## src/rtl/cmpirq_pkg.sv

```systemverilog
package cmpirq_pkg;

    typedef enum logic [1:0] {
        TRK_OFF       = 2'b00,
        TRK_SEEN_LOW  = 2'b01,
        TRK_SEEN_HIGH = 2'b10
    } trk_state_t;

    localparam int EN_BIT   = 0;
    localparam int IE_BIT   = 1;
    localparam int POL_BIT  = 2;
    localparam int PEND_BIT = 3;
    localparam int STAT_BIT = 4;

    localparam int MODE_FALL_BIT = 0;
    localparam int MODE_RISE_BIT = 1;

endpackage

```

## src/rtl/cmpirq_sync.sv

```systemverilog
module cmpirq_sync #(
    parameter int WIDTH = 4
) (
    input  logic             clk,
    input  logic             rst_n,
    input  logic [WIDTH-1:0] async_in,
    output logic [WIDTH-1:0] sync_out
);
    logic [WIDTH-1:0] stage1_q;
    logic [WIDTH-1:0] stage2_q;

    always_ff @(posedge clk or negedge rst_n) begin
        if (!rst_n) begin
            stage1_q <= '0;
            stage2_q <= '0;
        end else begin
            stage1_q <= async_in;
            stage2_q <= stage1_q;
        end
    end

    assign sync_out = stage2_q;
endmodule

```

## src/rtl/cmpirq_edge_fsm.sv

```systemverilog
module cmpirq_edge_fsm
    import cmpirq_pkg::*;
(
    input  logic       clk,
    input  logic       rst_n,
    input  logic       enable,
    input  logic       level,
    input  logic [1:0] mode,
    output logic       hit
);
    trk_state_t state_q;
    trk_state_t state_d;

    // state register
    always_ff @(posedge clk or negedge rst_n) begin
        if (!rst_n) state_q <= TRK_OFF;
        else        state_q <= state_d;
    end

    // next state
    always_comb begin
        state_d = state_q;
        unique case (state_q)
            TRK_OFF: begin
                if (enable) state_d = level ? TRK_SEEN_HIGH : TRK_SEEN_LOW;
            end
            TRK_SEEN_LOW: begin
                if (!enable)    state_d = TRK_OFF;
                else if (level) state_d = TRK_SEEN_HIGH;
            end
            TRK_SEEN_HIGH: begin
                if (!enable)     state_d = TRK_OFF;
                else if (!level) state_d = TRK_SEEN_LOW;
            end
            default: state_d = TRK_OFF;
        endcase
    end

    // qualified event output
    always_comb begin
        hit = 1'b0;
        unique case (state_q)
            TRK_OFF:       hit = 1'b0;
            TRK_SEEN_LOW:  hit = enable && level && mode[MODE_RISE_BIT];
            TRK_SEEN_HIGH: hit = enable && !level && mode[MODE_FALL_BIT];
            default:       hit = 1'b0;
        endcase
    end
endmodule

```

## src/rtl/cmpirq_chan.sv

```systemverilog
module cmpirq_chan
    import cmpirq_pkg::*;
#(
    parameter int DATA_W = 8
) (
    input  logic              clk,
    input  logic              rst_n,
    input  logic              wr_sel,
    input  logic [PEND_BIT:0] wr_bits,
    input  logic              sync_level,
    input  logic [1:0]        mode,
    output logic [DATA_W-1:0] rd_val,
    output logic              en_o,
    output logic              ie_o,
    output logic              pend_o,
    output logic              irq_o
);
    logic en_q, ie_q, pol_q, pend_q;
    logic level;
    logic hit;
    logic clear_req;

    assign level = sync_level ^ pol_q;

    cmpirq_edge_fsm u_trk (
        .clk    (clk),
        .rst_n  (rst_n),
        .enable (en_q),
        .level  (level),
        .mode   (mode),
        .hit    (hit)
    );

    assign clear_req = wr_sel && !wr_bits[PEND_BIT];

    always_ff @(posedge clk or negedge rst_n) begin
        if (!rst_n) begin
            en_q   <= 1'b0;
            ie_q   <= 1'b1;
            pol_q  <= 1'b0;
            pend_q <= 1'b0;
        end else begin
            if (wr_sel) begin
                en_q  <= wr_bits[EN_BIT];
                ie_q  <= wr_bits[IE_BIT];
                pol_q <= wr_bits[POL_BIT];
            end
            // a new event overrides a simultaneous clear
            pend_q <= hit || (pend_q && !clear_req);
        end
    end

    always_comb begin
        rd_val           = '0;
        rd_val[EN_BIT]   = en_q;
        rd_val[IE_BIT]   = ie_q;
        rd_val[POL_BIT]  = pol_q;
        rd_val[PEND_BIT] = pend_q;
        rd_val[STAT_BIT] = en_q && level;
    end

    assign en_o   = en_q;
    assign ie_o   = ie_q;
    assign pend_o = pend_q;
    assign irq_o  = pend_q && ie_q;
endmodule

```

## src/rtl/cmpirq_top.sv

```systemverilog
module cmpirq_top
    import cmpirq_pkg::*;
#(
    parameter int N_CH   = 4,
    parameter int ADDR_W = 3,
    parameter int DATA_W = 8
) (
    input  logic              clk,
    input  logic              rst_n,
    input  logic [N_CH-1:0]   cmp_in,
    input  logic [ADDR_W-1:0] bus_addr,
    input  logic              bus_wr,
    input  logic [DATA_W-1:0] bus_wdata,
    output logic [DATA_W-1:0] bus_rdata,
    output logic [N_CH-1:0]   irq
);
    localparam int MODE_W = 2 * N_CH;

    logic [MODE_W-1:0] mode_q;
    logic [N_CH-1:0]   cmp_sync;
    logic [N_CH-1:0]   ch_en, ch_ie, ch_pend;
    logic [DATA_W-1:0] ch_rd [N_CH];
    logic [DATA_W-1:0] rd_mux;

    cmpirq_sync #(.WIDTH(N_CH)) u_sync (
        .clk      (clk),
        .rst_n    (rst_n),
        .async_in (cmp_in),
        .sync_out (cmp_sync)
    );

    always_ff @(posedge clk or negedge rst_n) begin
        if (!rst_n)
            mode_q <= '1;
        else if (bus_wr && bus_addr == '0)
            mode_q <= bus_wdata[MODE_W-1:0];
    end

    for (genvar i = 0; i < N_CH; i++) begin : g_ch
        logic sel;
        assign sel = bus_wr && (bus_addr == ADDR_W'(i + 1));

        cmpirq_chan #(.DATA_W(DATA_W)) u_chan (
            .clk        (clk),
            .rst_n      (rst_n),
            .wr_sel     (sel),
            .wr_bits    (bus_wdata[PEND_BIT:0]),
            .sync_level (cmp_sync[i]),
            .mode       (mode_q[2*i +: 2]),
            .rd_val     (ch_rd[i]),
            .en_o       (ch_en[i]),
            .ie_o       (ch_ie[i]),
            .pend_o     (ch_pend[i]),
            .irq_o      (irq[i])
        );
    end

    always_comb begin
        rd_mux = '0;
        if (bus_addr == '0) rd_mux = DATA_W'(mode_q);
        for (int i = 0; i < N_CH; i++) begin
            if (bus_addr == ADDR_W'(i + 1)) rd_mux = ch_rd[i];
        end
    end

    always_ff @(posedge clk or negedge rst_n) begin
        if (!rst_n) bus_rdata <= '0;
        else        bus_rdata <= rd_mux;
    end
endmodule

```

## config.mk

```make
export PLATFORM = sky130hd
export DESIGN_NAME = cmpirq_top
export DESIGN_NICKNAME = d
export VERILOG_FILES = /design/src/rtl/cmpirq_pkg.sv /design/src/rtl/cmpirq_sync.sv /design/src/rtl/cmpirq_edge_fsm.sv /design/src/rtl/cmpirq_chan.sv /design/src/rtl/cmpirq_top.sv
export SDC_FILE = /design/constraint.sdc
export NUM_CORES = 1
export LEC_CHECK = 0
export ABC_AREA = 1
export BUFFER_PORTS_ARGS = -buffer_cell sky130_fd_sc_hd__buf_2
export CAP_MARGIN = 20
export CELL_PAD_IN_SITES_DETAIL_PLACEMENT = 1
export CELL_PAD_IN_SITES_GLOBAL_PLACEMENT = 1
export CORE_AREA = 2 2 101 64
export CTS_CLUSTER_DIAMETER = 80
export DETAILED_ROUTE_END_ITERATION = 8
export DIE_AREA = 0 0 103 66
export HOLD_SLACK_MARGIN = 0.02
export PLACE_DENSITY = 0.81
export RECOVER_POWER = 25
export SYNTH_ARGS = -nofsm -noshare
export SYNTH_HDL_FRONTEND = slang
export SYNTH_SLANG_ARGS = --single-unit
```

## constraint.sdc

```tcl
create_clock -name clk -period 1.9 [get_ports clk]
set_clock_uncertainty 0.15 [all_clocks]
set_input_delay 0.475 -clock clk [delete_from_list [all_inputs] [get_ports clk]]
set_output_delay 0.475 -clock clk [all_outputs]
set_load 0.005 [all_outputs]
```

==> results.cfg, run 1 <==
[setup_path]
worstSetupPathType = flop to output pin
crit_path_max_fanout = 3
arrival_ns = 1.08
cp_cell_sequence = nand2_1 > inv_1 > buf_2
crit_required_ns = 1.27
critPathLaunchType = flop
rr_startpoint = g_ch[1].u_chan.u_trk.state_q[0]$_DFFE_PN0P_
cp_slowest_cell = dfstp_2
crit_path_start = g_ch[2].u_chan.ie_o$_DFFE_PN1P_
crit_path_max_incr_delay_ns = 0.57
cp-end-kind = output pin

[finish]
layout-drive-gt1-share_pct = 17.6
n_antenna_cell = 0
final_common_cell = nand2_1
seqCellArea_um2 = 1220
final_cell_mix = 131 x nand2_1, 41 x inv_1, 36 x dfrtp_1, 29 x buf_2, 21 x o21ai_1
final_nets = 396
area_growth_pct = 12.8
final.fill_count = 776
multi_input_area_um2 = 1110

[timing]
rsz0062_at_grt = false
setup_violations = 0
fin_crit_sh_pct = 89.7
slew_violations = 0
fmax_mhz = 587
setup_ws_ns = 0.195
worst_pin_slew_ns = 0.666
slew_headroom_pct = 55.6
hold_viol_final = 0
period_needed_ns = 1.71
tns_ns = 0

[global_routing]
use_met2_pct = 35.4
busiest_layer = met2
use_met3_pct = 5.07
overflow = 0
grt_pass1_vias = 2369
grt_use_total_pct = 22.1
grt_pass1_wl_um = 11400
grt_max_degree = 49
antenna_found_initial = 0
use_met1_pct = 30.8

[route]
wire_per_inst_um = 14.9
viasPerCell = 4.90
firstDrtPassIters = 4
drt_iter0_drc = 64
via_count = 2192
remaining_drc_errors = 0
wl_um = 6640
detail-route-antenna-nets = 0

[clock_network]
htreeDepth = 2
clkTransAtPathRegs_ns = 0.10
clkSinkCount = 48
cts_tree = built
cts_resized = 0
cts_buffers = 5
clock_path_buffers = 2
cts-root-buf = clkbuf_8
clock_latency_ns = 0.30

[synthesis]
synth_nets = 362
yosys-top-cells-area = dfrtp_1 35%, nand2_1 19%, dfstp_2 12%, ha_1 7.8%, inv_1 6.0%
synth_top_area_cell = dfrtp_1
yosys_warnings = 0
synthesis.area_um2 = 2550
yosysTopAreaCellShare_pct = 35.3
postSynthCellCount = 328
synth-seq-area-share_pct = 47.7
yosysUniqueCellTypes = 21
synth_seq_cells = 48
syn_area_per_cell_um2 = 7.78

[power_and_ir_drop]
power_w = 0.00309
power.density_nw_per_um2 = 1070
p_leak_nw = 1.57
max-vdd-ir-drop_mv = 0.341

[floorplanning]
io_pins = 30
fp.dieW_um = 103
dieArea_um2 = 6800
start_util_pct = 43.3
fp-row-count = 22
core_area_um2 = 5890
chipHeight_um = 66

[place]
portBuffers = 29
place.gp.congestion = 0.860
dp_slack_ns = 0.198
dp_hpwl_um = 5240

[worst_hold_path]
hold_start = cmp_in[2]
min_path_type = input port to flop

[run]
drv_cap = 0

[status]
outcome = completed
synth_stat cells:
master      n
nand4_1     5
a21oi_1    14
dfstp_2    12
nand3_1    12
dfrtp_1    36
nor2_1     14
nor2_4      1
ha_1       16
o21ai_0     4
nand3_4     1
nor3_2      1
inv_1      41
o21ai_1    21
nor2_2      1
clkinv_1    4
nand2_1   131
buf_6       1
inv_2       5
nand2_2     3
buf_4       4
nand2_4     1
report_power, final:
group | switching, W | internal (W)
clock | 0.000367 | 0.000261
sequential | 0.000217 | 0.00127
combinational | 0.000607 | 0.000367
final cells by class:
class,instances,area share (%)
Multi-Input combinational cell,225,38.4
Clock inverter,3,0.826
Timing Repair Buffer,32,5.91
Tap cell,84,3.65
Sequential cell,48,42.3
Inverter,50,6.52
Clock buffer,5,2.39
critical path, delay by kind of cell (launching register included):
family / cells / cell delay, ns
simple gates: 1 / 0.06
buf+inv: 2 / 0.16
flops: 1 / 0.57
logic make-up (layout without fill, tap and decap cells):
group | count (synthesis) | count (layout) | synth area share, %
flops | 48 | 48 | 47.7
fa+ha+maj | 16 | 16 | 7.85
simple gates | 170 | 170 | 27.9
buf+inv | 55 | 90 | 8.98
compound gates | 39 | 39 | 7.65
state kept, by name, indices dropped and copies added, names as in the netlist:
register                   count
u_sync.sync_out                4
g_ch.u_chan.ie_o               4
g_ch.u_chan.pend_o             4
g_ch.u_chan.pol_q              4
u_sync.stage1_q                4
bus_rdata                      8
g_ch.u_chan.u_trk.state_q      8
mode_q                         8
g_ch.u_chan.en_o               4
per-layer routing:
metal,wire length (um),share of wire (%),vias up
met3,311,4.7,6
met2,2990,45,44
li1,-,-,1075
met1,3270,49,1067
met4,70,1.1,0
met5,0,0,-
final timing paths:
kind	endpoint	slack [ns]	depth (start not counted)
setup / recovery	irq[2]	0.19	3
hold / removal	u_sync.stage1_q[2]$_DFF_PN0_	0.12	1
setup reg to reg	g_ch[1].u_chan.u_trk.state_q[1]$_DFFE_PN0P_	0.39	9
hold reg to reg	u_sync.sync_out[2]$_DFF_PN0_	0.21	0
max in group asynchronous	bus_rdata[1]$_DFF_PN0_	0.46	3
min in group asynchronous	g_ch[2].u_chan.u_trk.state_q[0]$_DFFE_PN0P_	0.68	3
metrics by stage:
stage	util [%]	hold slack (ns)	cell area [um^2]	instances
floorplan	-	0.0294	2550	328
global placement	47.3	0.182	2790	438
detailed placement	47.3	0.188	2790	438
CTS	49.1	0.112	2890	447
global route	48.9	0.106	2880	447
finish	48.9	0.116	2880	447
what timing repair did:
action | 4_1_cts | 5_1_grt
setup endpoints to repair | 0 | 0
setup buffers | 0 | 0
endpoints found under the hold margin | 36 | 0
hold buffers | 1 | 0
No activity file was read; power rests on OpenSTA's default activity.
==> run 2: changes to the inputs <==
==> constraint.sdc (replaced) <==
create_clock -name clk -period 1.9 [get_ports clk]
set_clock_uncertainty 0.15 [all_clocks]
set_input_delay 0.285 -clock clk [delete_from_list [all_inputs] [get_ports clk]]
set_output_delay 0.285 -clock clk [all_outputs]
set_load 0.005 [all_outputs]
==> results.cfg, run 2 (synthesis results as in run 1) <==
[clock_network]
cts_tree = built
clock_path_buffers = 2
clkSinkCount = 48
clock_latency_ns = 0.31
clkTransAtPathRegs_ns = 0.09
cts_buffers = 5
cts_setup_buffers = 0
cts-root-buf = clkbuf_8
htreeDepth = 2

[timing]
setup_ws_ns = 0.315
holdWs_ns = 0.0434
hold_viol_final = 0
slew_headroom_pct = 34.4
slew_violations = 0
tns_ns = 0
setup_violations = 0
fin_crit_sh_pct = 83.4
rsz0062_at_grt = false
period_needed_ns = 1.59
worst_pin_slew_ns = 0.984
fmax_mhz = 631

[global_routing]
antenna_found_initial = 0
grt_use_total_pct = 21.4
grt_pass1_vias = 2344
overflow = 0
grt_max_degree = 19
grt_pass1_wl_um = 11100

[floorplanning]
fp.dieW_um = 103
io_pins = 30
fp-row-count = 22
dieArea_um2 = 6800
core_area_um2 = 5890
start_util_pct = 43.3
chipHeight_um = 66

[finish]
final_cell_mix = 131 x nand2_1, 42 x inv_1, 36 x dfrtp_1, 28 x buf_2, 21 x o21ai_1
final_nets = 401
area_growth_pct = 15.0
layout-drive-gt1-share_pct = 16.8
final_common_cell = nand2_1
design_area_um2 = 2930
reg_top3 = bus_rdata (8), g_ch.u_chan.u_trk.state_q (8), mode_q (8)
n_antenna_cell = 0
seqCellArea_um2 = 1220
multi_input_area_um2 = 1100
final.fill_count = 775

[setup_path]
cp-end-kind = asynchronous set/reset pin
worstSetupPathType = input port to asynchronous set/reset pin
arrival_ns = 1.88
rr_startpoint = g_ch[1].u_chan.u_trk.state_q[0]$_DFFE_PN0P_
crit_path_max_fanout = 17
crit_path_start = rst_n
worst_r2r_path_depth = 9
critPathLaunchType = input port
crit_required_ns = 2.19

[route]
firstDrtPassIters = 4
drt_iter0_drc = 103
via_count = 2179
wire_per_inst_um = 14.0
detail-route-antenna-nets = 0
remaining_drc_errors = 0
wl_um = 6340
viasPerCell = 4.82

[run]
drv_cap = 0

[worst_hold_path]
whs_path_depth = 3
min_path_type = input port to flop
hold_start = bus_wdata[6]

[status]
outcome = completed

[place]
dp_slack_ns = 0.399
place.gp.congestion = 0.804
post_dp_cell_area_um2 = 2800
dp_hpwl_um = 5060
portBuffers = 29

[power_and_ir_drop]
power.density_nw_per_um2 = 1060
max-vdd-ir-drop_mv = 0.390
power_w = 0.00312
p_leak_nw = 1.60
-- run 2: metal layers --
| layer | GRT usage [%] | wire length, um | vias up |
|---|---|---|---|
| li1 | - | - | 1085 |
| met1 | 30.7 | 3260 | 1056 |
| met2 | 33.5 | 2740 | 32 |
| met3 | 4.86 | 298 | 6 |
| met4 | 3.95 | 37 | 0 |
| met5 | 0 | 0 | - |
-- run 2: repair_timing --
action                                  4_1_cts  5_1_grt
endpoints found under the hold margin        13        0
resized for setup                             0        0
endpoints found under the setup margin        0        0
hold buffers                                  5        0
-- run 2: cell type report --
| class | count | share of cell area, % |
|---|---|---|
| sequential | 48 | 41.5 |
| multi-input combinational | 225 | 37.4 |
| timing repair buffer | 37 | 7.80 |
| inverter | 50 | 6.40 |
| tap | 84 | 3.58 |
| clock buffer | 6 | 2.81 |
| clock inverter | 2 | 0.512 |
-- run 2: path summary, 6_finish.rpt --
kind	endpoint	slack (ns)
min in group asynchronous	g_ch[2].u_chan.u_trk.state_q[1]$_DFFE_PN0P_	0.49
setup reg to reg	g_ch[1].u_chan.u_trk.state_q[1]$_DFFE_PN0P_	0.41
hold / removal	mode_q[6]$_DFFE_PN1P_	0.04
hold reg to reg	u_sync.sync_out[1]$_DFF_PN0_	0.20
max in group clk	irq[3]	0.38
setup / recovery	g_ch[1].u_chan.ie_o$_DFFE_PN1P_	0.31
-- run 2: power by group --
| part | total, W | internal [W] | switching, W |
|---|---|---|---|
| logic | 0.000981 | 0.000377 | 0.000604 |
| clock network | 0.000662 | 0.000295 | 0.000367 |
| registers | 0.00147 | 0.00127 | 0.000208 |
-- run 2: metrics by stage --
stage / instances / utilization (%)
final: 452 / 49.8
after detailed placement: 439 / 47.5
after floorplan: 328 / -
after CTS: 452 / 50.0
after global routing: 452 / 49.8
after global placement: 439 / 47.5
-- run 2: critical path, stage by stage --
cell and delay (ns):
dlygate4sd3_1 0.52, clkbuf_1 0.73, buf_4 0.33
